File: src/rtl/lru_pkg.sv
package lru_pkg;
  localparam int NUM_BUF = 4;
  localparam int IDX_W = $clog2(NUM_BUF);
  localparam int CFG_W = 4;

  typedef logic [IDX_W-1:0] bufIdx_t;

  // strobe bundle from control to the order datapath
  typedef struct packed {
    logic    promote;
    bufIdx_t idx;
  } orderCmd_t;

  // group membership per access type; reserved 01 falls back to the pool
  function automatic logic [NUM_BUF-1:0] groupMask(input logic [1:0] mode,
                                                   input logic isInstr);
    case (mode)
      2'b10:   return isInstr ? 4'b0011 : 4'b1100;
      2'b11:   return isInstr ? 4'b0111 : 4'b1000;
      default: return 4'b1111;
    endcase
  endfunction
endpackage

File: src/rtl/lruCtrl.sv
module lruCtrl
  import lru_pkg::*;
#(
  parameter logic [CFG_W-1:0] CFG_RESET = '0
) (
  input  logic                            clk,
  input  logic                            rstN,
  input  logic                            cfgWe,
  input  logic [CFG_W-1:0]                cfgIn,
  input  logic                            reqValid,
  input  logic                            reqIsInstr,
  input  logic                            reqSeq,
  input  logic [NUM_BUF-1:0]              hitVec,
  input  logic [NUM_BUF-1:0][IDX_W-1:0]   orderIn,
  output orderCmd_t                       cmd,
  output logic                            victimValid,
  output bufIdx_t                         victimIdx
);
  logic [CFG_W-1:0]   cfgQ;
  logic [NUM_BUF-1:0] mask;
  logic               isHit;
  bufIdx_t            hitIdx;

  always_ff @(posedge clk) begin
    if (!rstN)      cfgQ <= CFG_RESET;
    else if (cfgWe) cfgQ <= cfgIn;
  end

  assign mask  = groupMask(cfgQ[1:0], reqIsInstr);
  assign isHit = |hitVec;

  // scan from least recent slot upward for the first group member
  always_comb begin
    logic found;
    found     = 1'b0;
    victimIdx = orderIn[NUM_BUF-1];
    for (int s = NUM_BUF - 1; s >= 0; s--) begin
      if (!found && mask[orderIn[s]]) begin
        victimIdx = orderIn[s];
        found     = 1'b1;
      end
    end
  end

  always_comb begin
    hitIdx = '0;
    for (int b = 0; b < NUM_BUF; b++)
      if (hitVec[b]) hitIdx = bufIdx_t'(b);
  end

  assign victimValid = reqValid && !isHit;
  assign cmd.promote = reqValid && (isHit || !reqSeq);
  assign cmd.idx     = isHit ? hitIdx : victimIdx;

  AST_HIT_ONEHOT: assert property (@(posedge clk) disable iff (!rstN)
    reqValid |-> $onehot0(hitVec));
  AST_VICTIM_IN_GROUP: assert property (@(posedge clk) disable iff (!rstN)
    victimValid |-> groupMask(cfgQ[1:0], reqIsInstr)[victimIdx]);
  AST_CFG_LOAD: assert property (@(posedge clk) disable iff (!rstN)
    cfgWe |=> cfgQ == $past(cfgIn));
endmodule

File: src/rtl/lruOrder.sv
module lruOrder
  import lru_pkg::*;
(
  input  logic                          clk,
  input  logic                          rstN,
  input  orderCmd_t                     cmd,
  output logic [NUM_BUF-1:0][IDX_W-1:0] orderQ
);
  logic [NUM_BUF-1:0][IDX_W-1:0] orderD;
  logic [NUM_BUF-1:0]            present;

  // move cmd.idx to slot 0, shifting the slots ahead of it down by one
  always_comb begin
    logic passed;
    passed = 1'b0;
    orderD = orderQ;
    if (cmd.promote) begin
      orderD[0] = cmd.idx;
      passed = (orderQ[0] == cmd.idx);
      for (int s = 1; s < NUM_BUF; s++) begin
        if (!passed) orderD[s] = orderQ[s-1];
        if (orderQ[s] == cmd.idx) passed = 1'b1;
      end
    end
  end

  always_ff @(posedge clk) begin
    if (!rstN) begin
      for (int s = 0; s < NUM_BUF; s++) orderQ[s] <= bufIdx_t'(s);
    end else begin
      orderQ <= orderD;
    end
  end

  always_comb begin
    present = '0;
    for (int s = 0; s < NUM_BUF; s++) present[orderQ[s]] = 1'b1;
  end

  AST_ORDER_PERMUTATION: assert property (@(posedge clk) disable iff (!rstN)
    $countones(present) == NUM_BUF);
  AST_PROMOTE_MRU: assert property (@(posedge clk) disable iff (!rstN)
    cmd.promote |=> orderQ[0] == $past(cmd.idx));
  AST_HOLD_ORDER: assert property (@(posedge clk) disable iff (!rstN)
    !cmd.promote |=> $stable(orderQ));
endmodule

File: src/rtl/lruAlloc.sv
module lruAlloc
  import lru_pkg::*;
#(
  parameter logic [CFG_W-1:0] CFG_RESET = 4'b0000
) (
  input  logic                     clk,
  input  logic                     rstN,
  input  logic                     cfgWe,
  input  logic [CFG_W-1:0]         cfgIn,
  input  logic                     reqValid,
  input  logic                     reqIsInstr,
  input  logic                     reqSeq,
  input  logic [NUM_BUF-1:0]       hitVec,
  output logic                     victimValid,
  output logic [IDX_W-1:0]         victimIdx,
  output logic [NUM_BUF*IDX_W-1:0] orderOut
);
  orderCmd_t                     cmd;
  logic [NUM_BUF-1:0][IDX_W-1:0] order;

  lruCtrl #(.CFG_RESET(CFG_RESET)) uCtrl (
    .clk(clk), .rstN(rstN), .cfgWe(cfgWe), .cfgIn(cfgIn),
    .reqValid(reqValid), .reqIsInstr(reqIsInstr), .reqSeq(reqSeq),
    .hitVec(hitVec), .orderIn(order), .cmd(cmd),
    .victimValid(victimValid), .victimIdx(victimIdx)
  );

  lruOrder uOrder (
    .clk(clk), .rstN(rstN), .cmd(cmd), .orderQ(order)
  );

  assign orderOut = order;
endmodule

File: config.mk
export PLATFORM = sky130hd
export DESIGN_NAME = lruAlloc
export DESIGN_NICKNAME = d
export VERILOG_FILES = /design/src/rtl/lru_pkg.sv /design/src/rtl/lruCtrl.sv /design/src/rtl/lruOrder.sv /design/src/rtl/lruAlloc.sv
export SDC_FILE = /design/constraint.sdc
export NUM_CORES = 1
export LEC_CHECK = 0
export ABC_AREA = 0
export BUFFER_PORTS_ARGS = -buffer_cell sky130_fd_sc_hd__buf_2
export CAP_MARGIN = 20
export CELL_PAD_IN_SITES_DETAIL_PLACEMENT = 0
export CELL_PAD_IN_SITES_GLOBAL_PLACEMENT = 2
export CORE_ASPECT_RATIO = 1.4
export CORE_MARGIN = 3
export CORE_UTILIZATION = 27
export CTS_CLUSTER_DIAMETER = 80
export DETAILED_ROUTE_END_ITERATION = 7
export GPL_TIMING_DRIVEN = 1
export MAX_ROUTING_LAYER = met4
export PLACE_DENSITY = 0.77
export SLEW_MARGIN = 20
export SYNTH_ARGS = -nofsm -noshare
export SYNTH_HDL_FRONTEND = slang
export SYNTH_SLANG_ARGS = --single-unit
File: constraint.sdc
create_clock -name clk -period 2.5 [get_ports clk]
set_input_delay 0.5 -clock clk [delete_from_list [all_inputs] [get_ports clk]]
set_output_delay 0.5 -clock clk [all_outputs]
set_load 0.02 [all_outputs]
==> results of run 1 <==
-- where the power goes --
| part | internal [mW] | total (mW) | switching, mW |
|---|---|---|---|
| clock network | 0.139 | 0.211 | 0.0720 |
| logic | 0.170 | 0.347 | 0.177 |
| registers | 0.177 | 0.207 | 0.0298 |
| total | 0.486 | 0.765 | 0.279 |
-- sequential cells by signal, summed over array words and instances, names as in the netlist --
signal and flops:
uCtrl.cfgQ 2, uOrder.orderQ 8
-- worst paths after layout --
check | startpoint | endpoint | depth (start not counted)
min reg2reg | uCtrl.cfgQ[1] | uCtrl.cfgQ[1] | 2
min | rstN | uOrder.orderQ[7] | 2
max reg2reg | uCtrl.cfgQ[0] | uOrder.orderQ[7] | 10
max | uCtrl.cfgQ[0] | uOrder.orderQ[7] | 10
-- metal layers --
| metal | vias up | global-route usage |
|---|---|---|
| li1 | 574 | - |
| met1 | 562 | 0.161 |
| met2 | 23 | 0.279 |
| met3 | 5 | 0.0179 |
| met4 | 0 | 0.0580 |
| met5 | - | - |
-- what timing repair did --
action / 4_1_cts / 5_1_grt
hold endpoints to repair: 0 / 0
pin swaps: 6 / 6
setup endpoints to repair: 7 / 7
buffers inserted: 1 / 2
cloned: 0 / 0
gates resized for setup: 13 / 20
-- logic make-up after synthesis --
| group | Yosys count | synth area share |
|---|---|---|
| and+or+nand+nor | 53 | 0.304 |
| AOI/OAI and AO/OA | 39 | 0.329 |
| buffers and inverters | 16 | 0.0821 |
| DFF | 10 | 0.193 |
| muxes | 6 | 0.0580 |
| xor gates and xnor gates | 4 | 0.0338 |
-- layout by cell type (no fill, tap or decap), drive strengths merged, types with 5 or more instances in the layout --
cell,Yosys,routed
buf,7,55
nand2,11,11
dfxtp,10,10
nor2,8,8
inv,6,6
mux2i,6,6
nor2b,5,5
nand2b,5,5
-- layout make-up --
class	count	area share
Tap cell	42	0.0319
Timing Repair Buffer	55	0.233
Sequential cell	10	0.131
Clock buffer	4	0.0334
Inverter	6	0.0137
Multi-Input combinational cell	102	0.557
-- worst max-delay path, delay by kind of cell (launching register included) --
family	cells	cell delay (ns)
compound gates	5	0.96
buf+inv	1	0.16
flops	1	0.39
simple gates	4	0.86
==> results by group, run 1 <==
Setup path
  • Crit start category: register
  • CP max FO: 9
  • Slowest CP cell: o41ai_4
  • CP Class: register to register
  • Crit-path cells: and2b_2 -> o22ai_2 -> a32oi_2 -> or2_4 -> and4_4 -> o41ai_4 -> a21oi_2 -> buf_4 -> nor3b_4 -> o31ai_2
  • Crit path largest cell delay: 0.41 ns
  • Arrival time worst endpoint: 2.62 ns
  • Reg-to-reg slack, setup: 0.04 ns
  • Worst setup EP type: register
  • WP data required: 2.66 ns

Cells and area
  • Nets: 192
  • Antenna fix cells: 0
  • Share of layout cells above drive strength 1: 0.542
  • Area grow syn2layout: 58.9%
  • Final core occ: 0.448
  • Finished Layout Cells: 219
  • Sequential cell area: 215 sq um
  • Multi-input gate area: 917 sq um
  • # fillers: 361
  • Final instance area: 1650 sq um

Synth
  • Top_reg_cell synth: dfxtp_1
  • Mapped Avg Cell Area: 8.09 sq um
  • Cell accounting for the most synthesized area: dfxtp_1
  • Synth top area cells: dfxtp_1 (19%), mux2i_1 (5.8%), nand2_1 (4.0%), nand2b_1 (3.0%), nor2b_1 (3.0%)
  • Synth Register Bits: 10
  • Synth top area share: 0.193
  • Post-synth EDFFs: 0
  • Synthesis warning total: 0
  • Ys async rst share: 0
  • Top-count cell post-synth: nand2_1
  • Synth Instances: 128
  • Netlist Area Pre-Place: 1040 sq um
  • Sequential cell area fraction in the yosys report: 0.193
  • Synth cell types: 57
  • Post-Synthesis Net Count: 142
  • Commonest cells post-synth: nand2_1 (11), dfxtp_1 (10), nor2_1 (8)

Place
  • DP Cell Count: 212
  • HPWL Detailed: 2.51 mm
  • Gpl congestion: 0.742
  • Dpl cell area: 1400 sq um
  • Dpl ws: -0.295 ns
  • Input/output buffers: 22

Timing
  • Tmin final: 2.46 ns
  • Fmax: 0.406 GHz
  • Slew Limit Fails: 0
  • Max transition margin: 0.719
  • WHS: 0.523 ns
  • Setup Skew: 0.00503 ns
  • Fin crit share: 0.986
  • Endpoints failing setup: 0
  • Final TNS setup: 0 ns
  • Post-route setup slack: 0.0354 ns
  • Hold Fails Final Rpt: 0
  • Slew at the pin closest to its max-slew limit: 0.418 ns
  • RSZ-0062 raised after global routing: yes

Drt
  • Drt pass-1 iters: 4
  • WL final: 3.22 mm
  • Final antenna-violating net count: 0
  • Vias per cell: 5.32
  • DR WL/cell: 14.7 um
  • Drt drc: 0
  • DRC marker count from the first detailed-route iteration: 25
  • Vias: 1164
  • Metal2 WL: 1.84 mm
  • DR top layer: met4
  • Routed met1 length: 1.24 mm
  • Wire length on met3: 87 um

Floorplan
  • Io pins: 25
  • Chip width: 58.4 um
  • Core Footprint: 3680 sq um
  • Rows: 26
  • Die Y: 79.3 um
  • Die area: 4630 sq um
  • Initial Utilization: 0.282

Clock network
  • CTS H-Tree Depth: 1
  • CTS tree: done
  • Clock tree sinks: 10
  • Clk slew on worst S/H paths: 0.05 ns
  • Hold buffer count at cts: 0
  • Clock Latency Late Sink: 0.24 ns
  • Root Buffer: clkbuf_8
  • CTS max path bufs: 2
  • Number of buffers created by CTS: 3

Power
  • Final Total Pwr: 765 uW
  • LEAKAGE: 0.691 nW
  • Maximum VDD drop: 0.000287 V
  • Pwr/cell area: 465 nW/um^2

Global route
  • Initial antenna violation count: 0
  • Gr ovfl total: 0
  • Tot GR Track Use: 0.152
  • First-pass GRT wire length: 5.37 mm
  • Vias in the first global route: 1194
  • Pin count of the biggest net entering global routing: 13

Status
  • Status: complete, no violations

Run
  • Max-cap viol count: 0

Min path
  • HP Class: input port to register
No activity file was read; power rests on OpenSTA's default activity.
==> run 2, diff against run 1 <==
--- a/config.mk
+++ b/config.mk
@@ -8,16 +8,15 @@
 export ABC_AREA = 0
 export BUFFER_PORTS_ARGS = -buffer_cell sky130_fd_sc_hd__buf_2
 export CAP_MARGIN = 20
-export CELL_PAD_IN_SITES_DETAIL_PLACEMENT = 0
-export CELL_PAD_IN_SITES_GLOBAL_PLACEMENT = 2
+export CELL_PAD_IN_SITES_DETAIL_PLACEMENT = 1
+export CELL_PAD_IN_SITES_GLOBAL_PLACEMENT = 1
 export CORE_ASPECT_RATIO = 1.4
-export CORE_MARGIN = 3
-export CORE_UTILIZATION = 27
+export CORE_UTILIZATION = 35
 export CTS_CLUSTER_DIAMETER = 80
 export DETAILED_ROUTE_END_ITERATION = 7
 export GPL_TIMING_DRIVEN = 1
 export MAX_ROUTING_LAYER = met4
-export PLACE_DENSITY = 0.77
+export PLACE_DENSITY = 0.79
 export SLEW_MARGIN = 20
 export SYNTH_ARGS = -nofsm -noshare
 export SYNTH_HDL_FRONTEND = slang
==> run 2 against run 1 <==
Worst hold slack lost 0.0035 ns. Fmax shrank 4.1%. Flip-flop and latch count is the same. Critical path type unchanged. Global-route usage grew 12 points. Combinational power shrank 3%. Non-clock buffer count shrank 4. Worst setup slack lost 0.11 ns. Register-to-register slack lost 0.11 ns. Design area shrank 4.9%. Sequential share of layout area grew 0.83 points. The run now ends with setup timing left. Final cell count shrank 4.1%. Core utilization grew 10 points.
==> results by group, run 2 (synthesis gave the netlist of run 1 again) <==
Cells and area
  • Finished Layout Cells: 210 (-4.1%)
  • Nets: 188 (-2.1%)
  • # fillers: 343 (-5.0%)
  • Antenna fix cells: 0 (unchanged)
  • Commonest non-fill, non-tap cell in the layout: buf_4
  • Area grow syn2layout: 51.2%
  • Most frequent cells in the layout: buf_4 (29), buf_2 (19), nand2_1 (10)
  • Number of flip-flops under the largest register name: 8 (unchanged)
  • Biggest regs: uOrder.orderQ (8), uCtrl.cfgQ (2)
  • Share of layout cells above drive strength 1: 0.526 (-0.0164)
  • Most flop-heavy register: uOrder.orderQ
  • Final instance area: 1570 sq um (-4.9%)

Timing
  • Setup Skew: 0.00858 ns (+0.00356 ns)
  • Tmin final: 2.57 ns (+0.106 ns)
  • Max transition margin: 0.649 (-0.0695)
  • Fmax: 0.389 GHz (-4.1%)
  • Hold Fails Final Rpt: 0 (unchanged)
  • Slew at the pin closest to its max-slew limit: 0.522 ns (+0.103 ns)
  • Fin crit share: 1.03 (+0.0426)
  • RSZ-0062 raised after global routing: yes
  • Post-route setup slack: -0.0711 ns (-0.106 ns)
  • Endpoints failing setup: 2 (+2)
  • Slew Limit Fails: 0 (unchanged)

Power
  • Sw frac: 0.383 (+0.0186)
  • Net Switching: 295 uW (+5.6%)
  • Sequential share of power: 0.275 (+0.004)
  • Clock Power Share: 0.288 (+0.012)
  • Pwr/cell area: 491 nW/um^2 (+5.6%)
  • Share of power burned in combinational logic: 0.437 (-0.016)
  • LEAKAGE: 0.660 nW (-4.5%)
  • Maximum VDD drop: 0.000286 V (-0.67%)
  • Cell Int Power: 474 uW (-2.4%)

Place
  • Input/output buffers: 22 (unchanged)
  • Dpl cell area: 1370 sq um (-2.4%)
  • HPWL Detailed: 2.86 mm (+14%)
  • DP Cell Count: 205 (-3.3%)
  • Gpl congestion: 0.911 (+23%)

Drt
  • Drt drc: 0 (unchanged)
  • Final antenna-violating net count: 0 (unchanged)
  • Vias: 1204 (+3.4%)
  • Drt pass-1 iters: 4 (unchanged)
  • WL final: 3.87 mm (+20%)
  • Vias per cell: 5.73 (+7.9%)
  • DRC marker count from the first detailed-route iteration: 34 (+36%)
  • DR WL/cell: 18.4 um (+26%)

Status
  • Failing checks: setup timing
  • Status: finished with violations

Setup path
  • Arrival time worst endpoint: 2.73 ns (+0.11 ns)
  • Worst setup EP type: register
  • CP max FO: 8 (-1)
  • Reg-to-reg slack, setup: -0.07 ns (-0.11 ns)
  • WP data required: 2.66 ns (about the same)
  • Crit path largest cell delay: 0.49 ns (+0.08 ns)
  • Slowest CP cell: or4b_4
  • Crit-path cells: buf_6 -> or4b_4 -> nand3_4 -> o32ai_4 -> nand4_2 -> mux2i_2 -> o41ai_4 -> a21oi_2 -> buf_4 -> nor3b_2 -> o31ai_2
  • Crit start category: register
  • CP Class: register to register
  • FF-to-FF path depth: 11 (+1)

Global route
  • Initial antenna violation count: 0 (unchanged)
  • Pin count of the biggest net entering global routing: 12 (-1)
  • Gr ovfl total: 0 (unchanged)
  • First-pass GRT wire length: 5.86 mm (+9.1%)
  • Tot GR Track Use: 0.274 (+0.122)
  • Vias in the first global route: 1224 (+2.5%)

Min path
  • HP Class: input port to register
  • Hold Path Cell Cnt: 2 (unchanged)

Floorplan
  • Rows: 23 (-12%)
  • Io pins: 25 (unchanged)
  • Die area: 3180 sq um (-31%)
  • Initial Utilization: 0.364 (+0.0818)
  • Chip width: 48.0 um (-18%)
  • Die Y: 66.4 um (-16%)
  • Core Footprint: 2850 sq um (-22%)

Clock network
  • CTS tree: done
  • Root Buffer: clkbuf_8
  • Clock Latency Late Sink: 0.26 ns (+0.02 ns)
  • Number of buffers created by CTS: 3 (unchanged)
  • Clk slew on worst S/H paths: 0.06 ns (about the same)
  • Clock tree sinks: 10 (unchanged)
  • CTS max path bufs: 2 (unchanged)
  • Hold buffer count at cts: 0 (unchanged)
  • CTS H-Tree Depth: 1 (unchanged)

Run
  • Max-cap viol count: 0 (unchanged)
## run 2: per-layer routing
| metal | global-route usage | vias to the layer above | routed length, um |
|---|---|---|---|
| met3 | 0.0410 | 6 | 115 |
| li1 | - | 562 | - |
| met5 | - | - | 0 |
| met4 | 0.135 | 0 | 65 |
| met2 | 0.500 | 32 | 2290 |
| met1 | 0.260 | 604 | 1400 |
## run 2: per-stage QoR
step                setup slack [ns]  hold WS, ns  setup TNS, ns   util  power (mW)
floorplan                    -0.0792        0.580        -0.0792      -       0.393
global route                  -0.140        0.517         -0.362  0.550       0.805
global placement              -0.177        0.606         -0.366  0.480       0.485
detailed placement            -0.303        0.653         -0.912  0.480       0.503
CTS                          -0.0310        0.515        -0.0310  0.524       0.743
finish                       -0.0711        0.519         -0.101  0.550       0.769
## run 2: final timing paths
check                     endpoint     startpoint
setup / recovery  uOrder.orderQ[7]  uCtrl.cfgQ[0]
hold / removal    uOrder.orderQ[7]           rstN
setup reg to reg  uOrder.orderQ[7]  uCtrl.cfgQ[0]
hold reg to reg      uCtrl.cfgQ[0]  uCtrl.cfgQ[0]
## run 2: repair_timing
item                       CTS  global route
resized for setup           14            17
setup endpoints to repair    6             7
buffers inserted             0             1
cloned                       0             0
pin swaps                    6             6
## run 2: worst max-delay path, delay by kind of cell (launching register included)
family	cells	cell delay [ns]
AOI/OAI and AO/OA	4	0.81
buffers and inverters	2	0.31
DFF	1	0.39
muxes	1	0.10
and+or+nand+nor	4	0.86
## run 2: power groups by stage
| stage | Combinational [mW] | Sequential [mW] | Clock (mW) |
|---|---|---|---|
| after floorplan | 0.184 | 0.209 | 0 |
| after global placement | 0.278 | 0.207 | 0 |
| after detailed placement | 0.295 | 0.208 | 0 |
| after CTS | 0.312 | 0.208 | 0.222 |
| after global routing | 0.357 | 0.215 | 0.233 |
| final | 0.336 | 0.212 | 0.221 |
## run 2: cell type report
class / count / area, sq um / share of cell area
repair buffers: 51 / 343 / 0.219
well taps: 37 / 46.3 / 0.0296
inverters: 6 / 22.5 / 0.0144
multi-input cells: 102 / 882 / 0.563
clock buffers: 4 / 55.1 / 0.0351
flip-flops and latches: 10 / 218 / 0.139
